==> src/rtl/rtc_pkg.sv <==
package rtc_pkg;
  localparam int YEAR_W  = 12;
  localparam int MONTH_W = 4;
  localparam int DAY_W   = 5;
  localparam int DOW_W   = 3;
  localparam int HOUR_W  = 5;
  localparam int MIN_W   = 6;
  localparam int SEC_W   = 6;
  localparam int NFIELDS = 7;

  // field enable index
  localparam int F_SEC = 0, F_MIN = 1, F_HOUR = 2, F_DOW = 3, F_DAY = 4, F_MONTH = 5, F_YEAR = 6;

  // register word addresses
  localparam logic [3:0] A_DIV = 4'd0, A_SDATE = 4'd1, A_STIME = 4'd2, A_CTRL = 4'd3,
                         A_ADATE = 4'd4, A_ATIME = 4'd5, A_NDATE = 4'd6, A_NTIME = 4'd7,
                         A_RAW = 4'd8, A_IEN = 4'd9, A_IFRC = 4'd10, A_ISTAT = 4'd11;

  typedef struct packed {
    logic [YEAR_W-1:0]  year;
    logic [MONTH_W-1:0] month;
    logic [DAY_W-1:0]   day;
    logic [DOW_W-1:0]   dow;
    logic [HOUR_W-1:0]  hour;
    logic [MIN_W-1:0]   min;
    logic [SEC_W-1:0]   sec;
  } rtc_time_t;

  function automatic logic [DAY_W-1:0] month_len(input logic [MONTH_W-1:0] m,
                                                 input logic [YEAR_W-1:0] y,
                                                 input logic no_leap);
    case (m)
      4'd2:                      return (y[1:0] == 2'b00 && !no_leap) ? 5'd29 : 5'd28;
      4'd4, 4'd6, 4'd9, 4'd11:   return 5'd30;
      default:                   return 5'd31;
    endcase
  endfunction

  function automatic logic [31:0] date_word(input rtc_time_t t);
    logic [31:0] w;
    w = '0;
    w[11:0]  = t.year;
    w[15:12] = t.month;
    w[20:16] = t.day;
    return w;
  endfunction

  function automatic logic [31:0] time_word(input rtc_time_t t);
    logic [31:0] w;
    w = '0;
    w[5:0]   = t.sec;
    w[11:6]  = t.min;
    w[16:12] = t.hour;
    w[22:20] = t.dow;
    return w;
  endfunction
endpackage

==> src/rtl/rtc_divider.sv <==
module rtc_divider #(
  parameter int DIV_W = 16
) (
  input  logic             clk,
  input  logic             rst,
  input  logic             run,
  input  logic             restart,
  input  logic [DIV_W-1:0] div,
  output logic             tick
);
  logic [DIV_W-1:0] cnt_q;

  assign tick = run && !restart && (cnt_q == div);

  always_ff @(posedge clk) begin
    if (rst || restart || !run) cnt_q <= '0;
    else if (cnt_q == div)      cnt_q <= '0;
    else                        cnt_q <= cnt_q + 1'b1;
  end
endmodule

==> src/rtl/rtc_calendar.sv <==
module rtc_calendar
  import rtc_pkg::*;
(
  input  logic      clk,
  input  logic      rst,
  input  logic      tick,
  input  logic      load,
  input  rtc_time_t load_val,
  input  logic      no_leap,
  output rtc_time_t now
);
  rtc_time_t nx;
  logic [DAY_W-1:0] mlen;

  always_comb begin
    mlen = month_len(now.month, now.year, no_leap);
    nx = now;
    if (now.sec >= 6'd59) begin
      nx.sec = '0;
      if (now.min >= 6'd59) begin
        nx.min = '0;
        if (now.hour >= 5'd23) begin
          nx.hour = '0;
          nx.dow  = (now.dow >= 3'd7) ? 3'd1 : now.dow + 3'd1;
          if (now.day >= mlen) begin
            nx.day = 5'd1;
            if (now.month >= 4'd12) begin
              nx.month = 4'd1;
              nx.year  = now.year + 1'b1;
            end else begin
              nx.month = now.month + 1'b1;
            end
          end else begin
            nx.day = now.day + 1'b1;
          end
        end else begin
          nx.hour = now.hour + 1'b1;
        end
      end else begin
        nx.min = now.min + 1'b1;
      end
    end else begin
      nx.sec = now.sec + 1'b1;
    end
  end

  always_ff @(posedge clk) begin
    if (rst)       now <= '0;
    else if (load) now <= load_val;
    else if (tick) now <= nx;
  end
endmodule

==> src/rtl/rtc_alarm.sv <==
module rtc_alarm
  import rtc_pkg::*;
(
  input  logic               clk,
  input  logic               rst,
  input  rtc_time_t          now,
  input  rtc_time_t          target,
  input  logic [NFIELDS-1:0] field_en,
  input  logic               global_en,
  output logic               match,
  output logic               raw
);
  logic [NFIELDS-1:0] eq;

  assign eq[F_SEC]   = now.sec   == target.sec;
  assign eq[F_MIN]   = now.min   == target.min;
  assign eq[F_HOUR]  = now.hour  == target.hour;
  assign eq[F_DOW]   = now.dow   == target.dow;
  assign eq[F_DAY]   = now.day   == target.day;
  assign eq[F_MONTH] = now.month == target.month;
  assign eq[F_YEAR]  = now.year  == target.year;

  assign match = global_en && (&(eq | ~field_en));

  always_ff @(posedge clk) begin
    if (rst) raw <= 1'b0;
    else     raw <= match;
  end
endmodule

==> src/rtl/cal_rtc.sv <==
module cal_rtc
  import rtc_pkg::*;
#(
  parameter int DIV_W  = 16,
  parameter int ADDR_W = 4,
  parameter int DATA_W = 32
) (
  input  logic              clk,
  input  logic              rst,
  input  logic              reg_we,
  input  logic [ADDR_W-1:0] reg_addr,
  input  logic [DATA_W-1:0] reg_wdata,
  output logic [DATA_W-1:0] reg_rdata,
  output logic              irq
);
  logic [DIV_W-1:0]   div_q;
  rtc_time_t          stage_q, alm_q, now;
  logic [NFIELDS-1:0] alm_en_q;
  logic               glob_q, enable_q, active_q, no_leap_q;
  logic               irq_en_q, irq_force_q, irq_q, raw, match, tick, load, div_wr;
  logic [DATA_W-1:0]  rd_mux;

  assign load   = reg_we && (reg_addr == ADDR_W'(A_CTRL)) && reg_wdata[1];
  assign div_wr = reg_we && (reg_addr == ADDR_W'(A_DIV));

  always_ff @(posedge clk) begin
    if (rst) begin
      div_q <= '0; stage_q <= '0; alm_q <= '0; alm_en_q <= '0;
      glob_q <= 1'b0; enable_q <= 1'b0; active_q <= 1'b0; no_leap_q <= 1'b0;
      irq_en_q <= 1'b0; irq_force_q <= 1'b0; irq_q <= 1'b0;
    end else begin
      active_q <= enable_q;
      irq_q    <= (raw | irq_force_q) & irq_en_q;
      if (reg_we) begin
        case (reg_addr)
          ADDR_W'(A_DIV):   div_q <= reg_wdata[DIV_W-1:0];
          ADDR_W'(A_SDATE): begin
            stage_q.year  <= reg_wdata[11:0];
            stage_q.month <= reg_wdata[15:12];
            stage_q.day   <= reg_wdata[20:16];
          end
          ADDR_W'(A_STIME): begin
            stage_q.sec  <= reg_wdata[5:0];
            stage_q.min  <= reg_wdata[11:6];
            stage_q.hour <= reg_wdata[16:12];
            stage_q.dow  <= reg_wdata[22:20];
          end
          ADDR_W'(A_CTRL): begin
            enable_q  <= reg_wdata[0];
            no_leap_q <= reg_wdata[2];
          end
          ADDR_W'(A_ADATE): begin
            alm_q.year  <= reg_wdata[11:0];
            alm_q.month <= reg_wdata[15:12];
            alm_q.day   <= reg_wdata[20:16];
            alm_en_q[F_YEAR]  <= reg_wdata[24];
            alm_en_q[F_MONTH] <= reg_wdata[25];
            alm_en_q[F_DAY]   <= reg_wdata[26];
            glob_q <= reg_wdata[28];
          end
          ADDR_W'(A_ATIME): begin
            alm_q.sec  <= reg_wdata[5:0];
            alm_q.min  <= reg_wdata[11:6];
            alm_q.hour <= reg_wdata[16:12];
            alm_q.dow  <= reg_wdata[22:20];
            alm_en_q[F_SEC]  <= reg_wdata[24];
            alm_en_q[F_MIN]  <= reg_wdata[25];
            alm_en_q[F_HOUR] <= reg_wdata[26];
            alm_en_q[F_DOW]  <= reg_wdata[27];
          end
          ADDR_W'(A_IEN):  irq_en_q    <= reg_wdata[0];
          ADDR_W'(A_IFRC): irq_force_q <= reg_wdata[0];
          default: ;
        endcase
      end
    end
  end

  rtc_divider #(.DIV_W(DIV_W)) u_div (
    .clk(clk), .rst(rst), .run(active_q), .restart(load), .div(div_q), .tick(tick)
  );

  rtc_calendar u_cal (
    .clk(clk), .rst(rst), .tick(tick), .load(load), .load_val(stage_q),
    .no_leap(no_leap_q), .now(now)
  );

  rtc_alarm u_alm (
    .clk(clk), .rst(rst), .now(now), .target(alm_q), .field_en(alm_en_q),
    .global_en(glob_q), .match(match), .raw(raw)
  );

  always_comb begin
    rd_mux = '0;
    case (reg_addr)
      ADDR_W'(A_DIV):   rd_mux[DIV_W-1:0] = div_q;
      ADDR_W'(A_SDATE): rd_mux = date_word(stage_q);
      ADDR_W'(A_STIME): rd_mux = time_word(stage_q);
      ADDR_W'(A_CTRL):  begin
        rd_mux[0] = enable_q; rd_mux[2] = no_leap_q; rd_mux[3] = active_q;
      end
      ADDR_W'(A_ADATE): begin
        rd_mux = date_word(alm_q);
        rd_mux[24] = alm_en_q[F_YEAR]; rd_mux[25] = alm_en_q[F_MONTH];
        rd_mux[26] = alm_en_q[F_DAY];  rd_mux[28] = glob_q; rd_mux[29] = glob_q;
      end
      ADDR_W'(A_ATIME): begin
        rd_mux = time_word(alm_q);
        rd_mux[24] = alm_en_q[F_SEC];  rd_mux[25] = alm_en_q[F_MIN];
        rd_mux[26] = alm_en_q[F_HOUR]; rd_mux[27] = alm_en_q[F_DOW];
      end
      ADDR_W'(A_NDATE): rd_mux = date_word(now);
      ADDR_W'(A_NTIME): rd_mux = time_word(now);
      ADDR_W'(A_RAW):   rd_mux[0] = raw;
      ADDR_W'(A_IEN):   rd_mux[0] = irq_en_q;
      ADDR_W'(A_IFRC):  rd_mux[0] = irq_force_q;
      ADDR_W'(A_ISTAT): rd_mux[0] = irq_q;
      default: ;
    endcase
  end

  always_ff @(posedge clk) begin
    if (rst) reg_rdata <= '0;
    else     reg_rdata <= rd_mux;
  end

  assign irq = irq_q;
endmodule

==> config.mk <==
export PLATFORM = sky130hd
export DESIGN_NAME = cal_rtc
export DESIGN_NICKNAME = d
export VERILOG_FILES = /design/src/rtl/rtc_pkg.sv /design/src/rtl/rtc_divider.sv /design/src/rtl/rtc_calendar.sv /design/src/rtl/rtc_alarm.sv /design/src/rtl/cal_rtc.sv
export SDC_FILE = /design/constraint.sdc
export NUM_CORES = 1
export LEC_CHECK = 0
export ABC_AREA = 1
export BUFFER_PORTS_ARGS = -buffer_cell sky130_fd_sc_hd__buf_2
export CORE_MARGIN = 2
export CORE_UTILIZATION = 37
export DETAILED_ROUTE_END_ITERATION = 8
export SYNTH_ARGS = -nofsm -noshare
export SYNTH_HDL_FRONTEND = slang
export SYNTH_SLANG_ARGS = --single-unit
==> constraint.sdc <==
create_clock -name clk -period 2.2 [get_ports clk]
set_clock_uncertainty 0.1 [all_clocks]
set_input_delay 0.66 -clock clk [delete_from_list [all_inputs] [get_ports clk]]
set_output_delay 0.66 -clock clk [all_outputs]
set_load 0.005 [all_outputs]
# Word level (Yosys, flattened, before mapping)

Index checks and enable logic that the tools add are counted.

Register bits: 202
Bits in latches: 0
Memory bits (writable): 0
Memory bits (read-only): 0
Input bits: 39
Logic and storage cells: 131
Memories: 0

Add/subtract/negate cells: 8
$mul: 0
Div/mod/pow operators: 0
$lt $le $gt $ge: 6
Equality and inequality tests: 24
Shifts and indexed selects: 0
Multiplexer cells: 20
Bitwise operators: 4
Reductions and logical operators: 35

Operators with widths:

| kind                  | count |
|---|---|
| $pmux 12 s7           | 1 |
| $pmux 14 s6           | 1 |
| $mux 41               | 2 |
| $mux 35               | 1 |
| $mux 29               | 1 |
| $eq 4x3->1 const B    | 6 |
| $eq 4x4->1 const B    | 6 |
| $mux 24               | 1 |
| $reduce_and 2->1      | 9 |
| $add 16x1->16 const B | 1 |
| $eq 16x16->1          | 1 |
| $mux 16               | 1 |
| $pmux 2 s8            | 1 |
| $add 12x1->12 const B | 1 |
| $add 6x1->6 const B   | 2 |
| $eq 12x12->1          | 1 |
| $eq 4x2->1 const B    | 3 |
| $eq 6x6->1            | 2 |
| $ge 6x6->1 const B    | 2 |
| $mux 12               | 1 |
| $mux 6                | 2 |
| $pmux 1 s12           | 1 |
| $reduce_bool 2->1     | 6 |
| $add 5x1->5 const B   | 2 |
| 32 further kinds      | 42 |

# Logic depth before layout (Yosys ltp)

Depth in word-level cells: 11
Mapped depth: 18

# Hierarchy

A second synthesis with hierarchy kept.

Cells, all modules: 1610
Area total of the unflattened synthesis: 10518.8 um2

By module, submodules not included:

| module       | times used | cells an instance | area an instance (um2) |
|---|---|---|---|
| cal_rtc      | 1          | 822               | 5878.1 |
| rtc_calendar | 1          | 429               | 2741.4 |
| rtc_divider  | 1          | 188               | 1134.8 |
| rtc_alarm    | 1          | 171               | 764.5 |

# Worst setup path before layout

No wires, ideal clock.

Path type: register to register
From: register u_cal.now[25] (netlist name)
To: register u_cal.now[34] (netlist name)
Data arrival time: 2176 ps
Slack: -189 ps
Cell stages (with the launch flop): 18
Path through: dfxtp_1 inv_1 ha_1 o21ai_0 a21oi_1 a21oi_1 ha_1 o21ai_0 nand2_1 nand2_1 nand2_1 nand2_2 nor2_8 nand3_4 buf_6 nand2_1 nand2_1 nor2_1

Cells in the longest elaborated chain, start to end: 6
Elaborated cells on any way between the ends: 12
Classes of those cells: order compare: 2; eq/ne: 5; mux: 1; reduce/logical: 4

Ends and longest elaborated chain:

| element                                         | line               | text |
|---|---|---|
| $eq 4x3->1 / $eq 4x4->1 (equally long branches) | rtc_pkg.sv:32      | `case (m)` |
| $reduce_or 4->1                                 | rtc_pkg.sv:32      |  |
| $pmux 5 s2                                      | rtc_pkg.sv:32      |  |
| $ge 5x5->1                                      | rtc_calendar.sv:25 | `if (now.day >= mlen) begin` |
| $reduce_bool 2->1 (no source line)              | -                  |  |
| $reduce_and 6->1 (no source line) *             | -                  |  |

Mark *: on every way between the ends. The rest lies on a longest branch, timed or not.
A chain may end at the register's enable or synchronous reset.

# Worst setup path after layout

From: register u_cal.now[25] (netlist name)
To: register u_cal.now[32] (netlist name)

Cells in the longest elaborated chain, start to end: 6
Elaborated cells on any way between the ends: 12
Classes of those cells: order compare: 2; eq/ne: 5; mux: 1; reduce/logical: 4

Ends and longest elaborated chain:

| element                                         | line |
|---|---|
| $eq 4x3->1 / $eq 4x4->1 (equally long branches) | rtc_pkg.sv:32 |
| $reduce_or 4->1                                 | rtc_pkg.sv:32 |
| $pmux 5 s2                                      | rtc_pkg.sv:32 |
| $ge 5x5->1                                      | rtc_calendar.sv:25 |
| $reduce_bool 2->1 (no source line)              | - |
| $reduce_and 6->1 (no source line) *             | - |

Marked as above.

==> out/metrics.yaml <==
outcome:
  outcome: "finished with violations"
  violations: "setup timing"
yosys:
  synth-xor-area-share: 0.03856
  netlist_area_sq_um: 9767
  synth_cells: 1410
  yosys.area_share.simple: 0.2399
  synthArstFlopShare: 0
  ys_warn_count: 0
  synth_mux_area_frac: 0
  synth_cell_types: 40
  syn_avg_cell_area_sq_um: 6.927
  synth-edff-count: 0
  synth-seq-cells: 198
  ys.flop_type: "dfxtp_1"
  ys_seq_area_frac: 0.4058
  synth-compound-area-share: 0.1961
  synth_top_family_by_area: "simple AND/OR/NAND/NOR gates"
  synthAdderAreaFrac: 0.01922
timing:
  fin_tns_setup_ns: -1.290
  slew_headroom: 0.5695
  max_freq_ghz: 0.4272
  fin_crit_sh: 1.064
  drv_slew: 0
  rsz0062_at_grt: "yes"
  worst_slack_ns: -0.1411
  hold_viol: 0
  worst_slew_pin_slew_ns: 0.6458
  setup_viol: 17
  whs_ns: 0.3377
  post-route-min-period_ns: 2.341
min_path:
  hp-start: "reg_wdata[27]"
  whs_path_depth: 3
  hold_end: "alm_en_q[3]"
  min_path_type: "input pin to flop"
critical_path:
  critical-path-top-delay-family: "simple AND/OR/NAND/NOR gates"
  slowest_stage: "dfxtp_4"
  cp_slowest_stage_delay_ns: 0.37
  r2r-end: "u_cal.now[32]"
  cp_cell_sequence: "inv_4 -> ha_4 -> nor3b_4 -> a21oi_2 -> ha_1 -> o21ai_1 -> nand2_1 -> nand2_2 -> nand2_2 -> nand2_4 -> nor2_8 -> buf_6 -> nand4_1 -> nand2_1 -> nor2_1"
  r2r_slack_ns: -0.14
  worstSetupPathType: "flop to flop"
  path_buf_inv: 2
  r2r_start: "u_cal.now[25]"
  crit_fanout: 5
  critPathLaunchType: "flop"
  worst_r2r_path_depth: 15
  arrival_ns: 2.58
  required_ns: 2.44
  worstSetupEndpointType: "flop"
die:
  core_area_sq_um: 25980
  die_y_um: 166.5
  num_rows: 59
  dieWidth_um: 166.5
  io_pins: 72
  initial_core_util: 0.3759
  dieArea_sq_um: 27710
routing:
  ant_nets: 0
  viasPerCell: 5.198
  drt_wl_total_mm: 31.99
  firstDrtPassIters: 6
  drc_errors: 0
  via_count: 9834
  drtIter0Drc: 917
  wl_per_cell_um: 16.91
clock_tree:
  cts.path.max_buffers: 2
  ctsHoldBuffers: 0
  cts.sinks: 198
  clk_latency_ns: 0.45
  cts_root_buf: "clkbuf_16"
  tritoncts: "done"
  htree_num_levels: 4
  worst_setup_hold_path_clk_slew_ns: 0.09
  numCtsBuffers: 17
power_and_ir_drop:
  power_density_nw_per_um2: 603.9
  p_leak_nw: 5.030
  ir_worst_vdd_mv: 0.4031
grt:
  grt_pass1_vias: 9199
  grt_max_degree: 49
  antenna_found_initial: 0
  grt.overflow.total: 0
  grt_pass1_wl_mm: 50.60
  grt_util_all_layers: 0.2299
final_layout:
  layout_common_cells: "241 x nand2_1, 193 x dfxtp_1, 168 x inv_1, 168 x nor2_1, 141 x a21oi_1"
  area_growth_pct: 22.94
  drive_gt1_frac: 0.1702
  mostFrequentLayoutCell: "nand2_1"
  nets: 1598
  antennaDiodeCount: 0
placement:
  gp_congestion: 0.8998
  numPortBuffers: 64
  dp_hpwl_mm: 23.26
  post-place-ws_ns: -0.2366
job:
  drv_cap: 0
-- worst reg2reg max path, delay by kind of cell (launching register included) --
family | cells | cell delay [ns]
AND/OR/NAND/NOR | 9 | 0.99
buffers and inverters | 2 | 0.23
AO/OA/AOI/OAI | 2 | 0.16
adder cells (fa/ha/maj) | 2 | 0.41
flip-flops | 1 | 0.37
-- worst max-delay path by stage --
stage / to / from / cells past startpoint / slack [ns]
final: u_cal.now[32] / u_cal.now[25] / 15 / -0.14
after global routing: u_cal.now[32] / u_cal.now[25] / 15 / -0.22
after CTS: u_cal.now[32] / u_cal.now[25] / 15 / -0.09
after detailed placement: u_cal.now[36] / u_cal.now[26] / 16 / -0.24
after global placement: u_cal.now[30] / reg_addr[3] / 12 / -0.20
after floorplan: u_cal.now[34] / u_cal.now[26] / 17 / 0.009
-- power breakdown --
group,internal [mW],switching [mW],leakage (nW),total [mW]
clock,1.52,1.62,0.284,3.14
sequential,3.62,0.0302,1.60,3.65
combinational,0.155,0.300,3.14,0.455
total,5.30,1.95,5.03,7.25
-- through the flow --
stage                     total power [mW]  cell area, sq um    util  cells
after floorplan                      3.954              9794       -   1412
after global placement               4.183             11240  0.4326   1853
after detailed placement             4.187             11240  0.4326   1853
after CTS                            7.291             11960  0.4604   1892
after global routing                 7.488             12010  0.4621   1892
final                                7.252             12010  0.4621   1892
-- routing by layer --
metal / track usage / wire, um / part of all wire
met5: 0 / 0 / 0
met4: 0.07759 / 797 / 0.025
met3: 0.03351 / 1920 / 0.060
met2: 0.3642 / 14340 / 0.45
met1: 0.3216 / 14930 / 0.47
-- repair_timing --
action	in CTS	in global routing
buffers inserted	4	0
hold endpoints to repair	0	0
gates cloned	3	0
setup endpoints to repair	20	38
gates resized for setup	17	23
pin swaps	16	10
-- kinds of logic (layout without fill, tap and decap cells) --
| logic type | count (synthesis) | count (layout) |
|---|---|---|
| buf+inv | 249 | 391 |
| other cells | 1 | 3 |
| simple gates | 551 | 554 |
| compound gates | 353 | 353 |
| flops | 198 | 198 |
| fa+ha+maj | 15 | 15 |
| xor+xnor | 43 | 43 |
-- synthesized netlist by cell type, types with 5 or more instances --
| library cell | n | area [sq um] |
|---|---|---|
| o22ai_1 | 41 | 256.5 |
| inv_2 | 5 | 18.77 |
| a21oi_1 | 142 | 710.7 |
| dfxtp_1 | 198 | 3964 |
| nand3_1 | 60 | 300.3 |
| clkbuf_1 | 49 | 183.9 |
| nand2_1 | 250 | 938.4 |
| o221ai_1 | 6 | 52.55 |
| nor2_1 | 171 | 641.9 |
| buf_2 | 8 | 40.04 |
| buf_4 | 6 | 45.04 |
| xnor2_1 | 23 | 201.4 |
| nor3_1 | 20 | 100.1 |
| ha_1 | 15 | 187.7 |
| o21ai_0 | 142 | 710.7 |
| xor2_1 | 20 | 175.2 |
| nand4_1 | 19 | 118.9 |
| inv_1 | 172 | 645.6 |
| nand2_2 | 7 | 43.79 |
| nor4_1 | 12 | 75.07 |
| a221oi_1 | 11 | 96.34 |
-- registers in the layout (all words and copies together) (netlist names), 7 cells and up --
register / cells
stage_q: 41
u_div.cnt_q: 16
alm_q: 41
reg_rdata: 28
div_q: 16
alm_en_q: 7
u_cal.now: 41
-- layout make-up --
| class | count | area [sq um] |
|---|---|---|
| clock buffer | 17 | 425.4 |
| clock inverter | 15 | 165.2 |
| fill | 2691 | 13980 |
| inverter | 181 | 688.2 |
| multi-input combinational | 968 | 4980 |
| sequential | 198 | 3975 |
| tap | 335 | 419.2 |
| timing repair buffer | 178 | 1355 |
(Power assumes the default switching activity.)
